### config.mk
export PLATFORM = sky130hd
export DESIGN_NAME = dma_req_arbiter
export DESIGN_NICKNAME = d
export VERILOG_FILES = /design/src/rtl/dma_arb_pkg.sv /design/src/rtl/arb_ctl_reg.sv /design/src/rtl/arb_watermark.sv /design/src/rtl/arb_grant_fsm.sv /design/src/rtl/dma_req_arbiter.sv
export SDC_FILE = /design/constraint.sdc
export NUM_CORES = 1
export LEC_CHECK = 0
export BUFFER_PORTS_ARGS = -buffer_cell sky130_fd_sc_hd__buf_2
export CORE_MARGIN = 2
export CORE_UTILIZATION = 36
export CTS_CLUSTER_SIZE = 40
export DETAILED_ROUTE_END_ITERATION = 6
export GPL_ROUTABILITY_DRIVEN = 0
export HOLD_SLACK_MARGIN = 0.05
export PLACE_DENSITY = 0.86
export SLEW_MARGIN = 30
export SYNTH_ARGS = -nofsm -noshare
export SYNTH_HDL_FRONTEND = slang
export SYNTH_HIERARCHICAL = 1
export SYNTH_SLANG_ARGS = --single-unit
### constraint.sdc
create_clock -name clk -period 4.87 [get_ports clk]
set_input_delay 0.487 -clock clk [delete_from_list [all_inputs] [get_ports clk]]
set_output_delay 0.487 -clock clk [all_outputs]
set_load 0.005 [all_outputs]
### src/rtl/dma_arb_pkg.sv
package dma_arb_pkg;

  localparam int REG_W = 32;
  localparam int CTL_W = 4;

  typedef struct packed {
    logic single_shot; // bit 3
    logic tx_pref;     // bit 2
    logic rx_pref;     // bit 1
    logic dma_en;      // bit 0
  } ctl_t;

  // Returns 1 when transmit should be served, given at least one request.
  function automatic logic pick_tx(input logic tx_req, input logic rx_req,
                                   input logic tx_pref_eff, input logic rx_pref,
                                   input logic turn_tx);
    logic win;
    if (!rx_req)           win = tx_req;
    else if (!tx_req)      win = 1'b0;
    else if (tx_pref_eff)  win = 1'b1;
    else if (rx_pref)      win = 1'b0;
    else                   win = turn_tx;
    return win;
  endfunction

  function automatic logic level_below(input int unsigned level,
                                       input int unsigned mark);
    return level < mark;
  endfunction

endpackage

### src/rtl/arb_ctl_reg.sv
module arb_ctl_reg
  import dma_arb_pkg::*;
(
  input  logic             clk,
  input  logic             rst_n,
  input  logic             wr_en,
  input  logic [REG_W-1:0] wdata,
  input  logic             xfer_complete,
  output ctl_t             ctl,
  output logic [REG_W-1:0] rdata
);

  logic auto_clear;
  logic unused_wbits;

  assign auto_clear   = ctl.single_shot && xfer_complete;
  assign unused_wbits = ^wdata[REG_W-1:CTL_W];

  always_ff @(posedge clk) begin
    if (!rst_n) begin
      ctl <= '0;
    end else begin
      if (wr_en) ctl <= ctl_t'(wdata[CTL_W-1:0]);
      if (auto_clear) ctl.dma_en <= 1'b0;
    end
  end

  always_comb begin
    rdata = '0;
    rdata[CTL_W-1:0] = ctl;
  end

  // single-shot completion always leaves the enable cleared
  assert_single_clear_R10: assert property (@(posedge clk) disable iff (!rst_n)
    (ctl.single_shot && xfer_complete) |=> !ctl.dma_en);

endmodule

### src/rtl/arb_watermark.sv
module arb_watermark #(
  parameter int LVL_W = 8
) (
  input  logic [LVL_W-1:0] level,
  input  logic [LVL_W-1:0] mark,
  output logic             force_tx
);

  assign force_tx = dma_arb_pkg::level_below(int'(level), int'(mark));

endmodule

### src/rtl/arb_grant_fsm.sv
module arb_grant_fsm
  import dma_arb_pkg::*;
(
  input  logic clk,
  input  logic rst_n,
  input  logic dma_en,
  input  logic tx_pref_eff,
  input  logic rx_pref,
  input  logic tx_req,
  input  logic rx_req,
  input  logic xfer_done,
  output logic grant_tx,
  output logic grant_rx,
  output logic xfer_complete
);

  logic busy;
  logic turn_tx;
  logic launch;
  logic win_tx;

  assign busy          = grant_tx || grant_rx;
  assign xfer_complete = busy && xfer_done;
  assign launch        = !busy && dma_en && (tx_req || rx_req);
  assign win_tx        = pick_tx(tx_req, rx_req, tx_pref_eff, rx_pref, turn_tx);

  always_ff @(posedge clk) begin
    if (!rst_n) begin
      grant_tx <= 1'b0;
      grant_rx <= 1'b0;
      turn_tx  <= 1'b1;
    end else if (xfer_complete) begin
      grant_tx <= 1'b0;
      grant_rx <= 1'b0;
      turn_tx  <= grant_rx;
    end else if (launch) begin
      grant_tx <= win_tx;
      grant_rx <= !win_tx;
    end
  end

  // never both grants at once
  assert_grant_onehot_R9: assert property (@(posedge clk) disable iff (!rst_n)
    $onehot0({grant_tx, grant_rx}));

  // no new grant while disabled
  assert_no_grant_disabled_R3: assert property (@(posedge clk) disable iff (!rst_n)
    (!busy && !dma_en) |=> !(grant_tx || grant_rx));

  // grant held while no done
  assert_grant_hold_R9: assert property (@(posedge clk) disable iff (!rst_n)
    (busy && !xfer_done) |=> ($stable(grant_tx) && $stable(grant_rx)));

  // grant released after done
  assert_grant_release_R9: assert property (@(posedge clk) disable iff (!rst_n)
    xfer_complete |=> !(grant_tx || grant_rx));

  // transmit preference wins a pending transmit request
  assert_tx_priority_R4: assert property (@(posedge clk) disable iff (!rst_n)
    (!busy && dma_en && tx_req && tx_pref_eff) |=> grant_tx);

endmodule

### src/rtl/dma_req_arbiter.sv
module dma_req_arbiter
  import dma_arb_pkg::*;
#(
  parameter int LVL_W = 8
) (
  input  logic             clk,
  input  logic             rst_n,
  input  logic             reg_wr_en,
  input  logic [REG_W-1:0] reg_wdata,
  output logic [REG_W-1:0] reg_rdata,
  input  logic             tx_req,
  input  logic             rx_req,
  input  logic [LVL_W-1:0] tx_fifo_level,
  input  logic [LVL_W-1:0] tx_low_mark,
  input  logic             xfer_done,
  output logic             grant_tx,
  output logic             grant_rx
);

  ctl_t ctl;
  logic force_tx;
  logic tx_pref_eff;
  logic xfer_complete;

  arb_ctl_reg u_ctl (
    .clk           (clk),
    .rst_n         (rst_n),
    .wr_en         (reg_wr_en),
    .wdata         (reg_wdata),
    .xfer_complete (xfer_complete),
    .ctl           (ctl),
    .rdata         (reg_rdata)
  );

  arb_watermark #(.LVL_W(LVL_W)) u_mark (
    .level    (tx_fifo_level),
    .mark     (tx_low_mark),
    .force_tx (force_tx)
  );

  assign tx_pref_eff = ctl.tx_pref || force_tx;

  arb_grant_fsm u_fsm (
    .clk           (clk),
    .rst_n         (rst_n),
    .dma_en        (ctl.dma_en),
    .tx_pref_eff   (tx_pref_eff),
    .rx_pref       (ctl.rx_pref),
    .tx_req        (tx_req),
    .rx_req        (rx_req),
    .xfer_done     (xfer_done),
    .grant_tx      (grant_tx),
    .grant_rx      (grant_rx),
    .xfer_complete (xfer_complete)
  );

  // below-watermark level forces transmit ahead of receive preference
  assert_force_tx_R8: assert property (@(posedge clk) disable iff (!rst_n)
    (!grant_tx && !grant_rx && ctl.dma_en && tx_req && rx_req && force_tx)
      |=> grant_tx);

endmodule

Word level (Yosys, flattened, before mapping)
Cells that the tools add are included.

word-level totals
  register bits = 7
  bits of input ports = 54
  output and inout bits = 34
  logic and storage cells = 24

cells by class
  magnitude comparators = 1
  muxes and demuxes = 4
  bitwise logic cells = 1
  reductions and logical operators = 11

operators by type and width
  kind                        count
  8-bit less-than comparator  1
  1-bit logical AND           4
  1-bit two-way mux           4
  2-bit OR reduction          2
  1-bit logical OR            3
  1-bit logical NOT           2
  1-bit NOT                   1

Logic depth before layout (Yosys ltp)
  depth after elaboration = 6
  depth in mapped cells = 9
  depth with buffers taken out = 9

Cells and area by module
The synthesis kept the hierarchy.

modules (own cells, without submodules)
  module           times used  cells each  area an instance (um^2)  sequential area each (um^2)
  arb_ctl_reg      1           47          411.6                    80.1
  arb_watermark    1           25          176.4                    0.0
  arb_grant_fsm    1           19          167.7                    60.1
  dma_req_arbiter  1           1           6.3                      0.0

Least setup slack after synthesis
Ideal clock, no wire load.

  path kind = input to register
  start = in tx_low_mark[2]
  end = reg u_fsm.grant_rx
  library setup time = 0.070 ns
  arrival = 2.038 ns
  required time = 4.800 ns
  slack = 2.762 ns
  cell stages on the path = 9
  buffers on the path = 0
  cell sequence = inv_1 > ha_1 > nand2_1 > o21ai_1 > a41oi_1 > or2_1 > nand2b_1 > or4_1 > a21oi_1

on the way
  word-level cells in the longest chain between the ends = 6

RTL lines
  item                        RTL line               source
  from (decl)                 dma_req_arbiter.sv:14  input logic [LVL_W-1:0] tx_low_mark,
  8-bit less-than comparator  dma_arb_pkg.sv:28      return level < mark;
  via force_tx                dma_req_arbiter.sv:21  logic force_tx;
  1-bit logical OR            dma_req_arbiter.sv:41  assign tx_pref_eff = ctl.tx_pref || force_tx;
  via tx_pref_eff             dma_req_arbiter.sv:22  logic tx_pref_eff;
  1-bit two-way mux           dma_arb_pkg.sv:20      else if (tx_pref_eff) win = 1'b1;
  1-bit two-way mux           dma_arb_pkg.sv:19      else if (!tx_req) win = 1'b0;
  1-bit two-way mux           dma_arb_pkg.sv:18      if (!rx_req) win = tx_req;
  1-bit logical NOT           arb_grant_fsm.sv:38    grant_rx <= !win_tx;
  to (signal assigned)        arb_grant_fsm.sv:38
  to (decl)                   arb_grant_fsm.sv:13    output logic grant_rx,

The timed path passes the listed nets, and every way through them passes these cells.
A chain may end at the register's enable or synchronous reset.

Worst setup path after layout
Ends and elaborated chain as after synthesis.

==> impl_metrics.csv <==
group,metric,value,unit
outcome,status,"complete, no violations",
worst_hold_path,min_from,"u_ctl/ctl[3]$_SDFFE_PN0P_",
place,portBuffers,31,
global_routing,grt_pass1_wl,2090,µm
synthesis,synth-async-reset-ratio,0,%
global_routing,grtUsageTotal,10.7,%
floorplan,die_area,2500,µm²
route,drt-initial-drc-count,5,
synthesis,synth-seq-cells,7,
floorplan,core_area,1980,µm²
clock_network,cts_max_path_buffers,2,
global_routing,grt_pass1_vias,550,
route,wirelength,1240,µm
timing,clock_skew,0.00289,ns
floorplan,die_w,50.0,µm
global_routing,grt_overflow_total,0,
cells_and_area,final_cell_mix,"31 x buf_2, 28 x conb_1, 11 x inv_1, 7 x dfxtp_1, 7 x ha_1",
route,viasPerCell,4.07,
timing,rsz0062_at_grt,"false",
synthesis,synth_edf_count,0,
pwr,power_density,192,nW/µm²
route,drc,0,
pwr,swShare,28.6,%
timing,fmax,477,MHz
pwr,p_seq_share,41.0,%
pwr,vdd_drop_max,133,µV
worst_hold_path,timing.hold.worst_path_depth,1,
critical_path,r2r_start,"u_ctl/ctl[2]$_SDFFE_PN0P_",
global_routing,grt_max_degree,7,
critical_path,required,5.04,ns
timing,hold_viol,0,
route,drt-pass1-iter-count,4,
synthesis,yosysUniqueCellTypes,25,
cells_and_area,layout_commonest_cell,"buf_2",
route,vias,603,
synthesis,post_synth.cell_area_avg,8.28,µm²
critical_path,startpoint,"tx_low_mark[2]",
cells_and_area,drive_above_1_share,31.4,%
pwr,combPwrFrac,27.6,%
floorplan,die_y,50.0,µm
clock_network,cts_tree,"done",
cells_and_area,antenna_cells,0,
floorplan,num_io_pins,88,
critical_path,cp-start-kind,"primary input",
cells_and_area,n_fill_cell,212,
synthesis,synthesis.area,762,µm²
clock_network,clk_pin_slew_worst_paths,0.05,ns
worst_hold_path,hp-class,"reg -> reg",
cells_and_area,synthToLayoutAreaGrowth,8.54,%
timing,setup_viol,0,
route,ant_nets,0,
synthesis,synth_warnings,6,
clock_network,cts_resized,0,
global_routing,antenna_found_initial,0,
pwr,p_sw,45.3,µW
place,dp_hpwl,1110,µm
clock_network,htreeDepth,1,
clock_network,root_buffer,"clkbuf_4",
job,max-cap-violations,0,
pwr,internal-power,113,µW
clock_network,cts_num_sinks,7,
timing,drv_slew,0,
clock_network,cts_buffers,3,
synthesis,ys_seq_area_share,18.4,%
floorplan,start_util,38.4,%
critical_path,arrival,2.27,ns
synthesis,ys_dominant_reg_cell,"dfxtp_1",
floorplan,num_rows,16,
synthesis,syn_inst,92,
timing,finalCritPeriodShare,43.1,%
pwr,p_leak,0.000470,µW
route,avgRoutedWirePerCell,8.40,µm
timing,fin_crit,2.10,ns
clock_network,cts_setup_buffers,0,
pwr,total_power,158,µW
critical_path,crit_type,"in -> reg",
pwr,p_clk_share,31.3,%
clock_network,clk_latency,0.24,ns
cells_and_area,fin_nets,183,
timing,setup_tns,0,ns
critical_path,cp-end-kind,"flop",
clock_network,postCtsHoldBufs,0,
critical_path,path_max_fanout,2,
critical_path,worstRegToRegCells,4,
-- worst max-delay path, stage by stage --
cell      delay, ns
buf_2          0.07
inv_1          0.03
ha_1           0.31
nand2_1        0.06
o21ai_1        0.14
a41oi_1        0.14
or2_1          0.23
nand2b_1       0.15
or4_1          0.49
a21oi_1        0.15
-- flip-flops by register name (all words and copies together) (netlist names) --
name / flops
u_fsm/turn_tx: 1
u_fsm/grant_rx: 1
u_fsm/grant_tx: 1
u_ctl/ctl: 4
-- power groups by stage --
| stage | combinational (µW) | clock (µW) | sequential (µW) |
|---|---|---|---|
| finish | 43.8 | 49.6 | 65.0 |
| global route | 50.4 | 56.8 | 65.4 |
| CTS | 43.8 | 51.7 | 65.0 |
| detailed placement | 43.6 | 0 | 66.1 |
| global placement | 41.8 | 0 | 65.7 |
| floorplan | 45.6 | 0 | 65.2 |
-- cell type report --
type / count / area (µm²) / share of cell area, %
tap: 27 / 33.8 / 4.08
timing repair buffer: 31 / 155 / 18.8
sequential: 7 / 140 / 16.9
inverter: 11 / 41.3 / 4.99
multi-input combinational: 68 / 430 / 52.0
clock buffer: 4 / 26.3 / 3.18
-- final timing paths --
| path | endpoint | slack (ns) |
|---|---|---|
| setup / recovery | u_fsm/grant_rx$_SDFFE_PP0P_ | 2.77 |
| hold / removal | u_ctl/ctl[0]$_SDFFE_PP0P_ | 0.48 |
| setup reg to reg | u_fsm/grant_rx$_SDFFE_PP0P_ | 3.50 |
| hold reg to reg | u_ctl/ctl[0]$_SDFFE_PP0P_ | 0.48 |
-- cell usage after synthesis (2+ instances only) --
cell / number / share of area (%)
a21oi_1: 4 / 2.6
buf_4: 32 / 32
dfxtp_1: 7 / 18
ha_1: 7 / 11
inv_1: 11 / 5.4
mux2i_1: 3 / 3.9
nand2_1: 3 / 1.5
nand2b_1: 2 / 1.6
nor2_1: 3 / 1.5
nor2b_1: 5 / 4.1
-- cell families (layout without fill, tap and decap cells) --
kind of cell             Yosys count  in the layout  share of synthesized area (%)
multiplexers                       3              3                           3.94
AO/OA/AOI/OAI                     14             14                           14.1
flip-flops                         7              7                           18.4
adder cells (fa/ha/maj)            7              7                           11.5
AND/OR/NAND/NOR                   16             16                           13.1
other                              1             28                          0.492
buffers and inverters             44             46                           38.4
-- per-layer routing --
metal	vias to the layer above	global-route usage, %	share of wire [%]
li1	298	-	-
met1	265	12.2	40
met2	40	18.9	50
met3	0	2.12	9.7
met4	0	4.63	0
met5	-	0	0
-- per-stage QoR --
stage | cell area (µm²) | std cells | setup slack [ns] | util (%) | hold slack, ns
after floorplan | 863 | 119 | 2.76 | - | 0.447
after global placement | 801 | 144 | 2.55 | 40.4 | 0.458
after detailed placement | 801 | 144 | 2.50 | 40.4 | 0.463
after CTS | 827 | 148 | 2.75 | 41.7 | 0.481
after global routing | 827 | 148 | 2.58 | 41.7 | 0.493
final | 827 | 148 | 2.77 | 41.7 | 0.479
(Power assumes the default switching activity.)
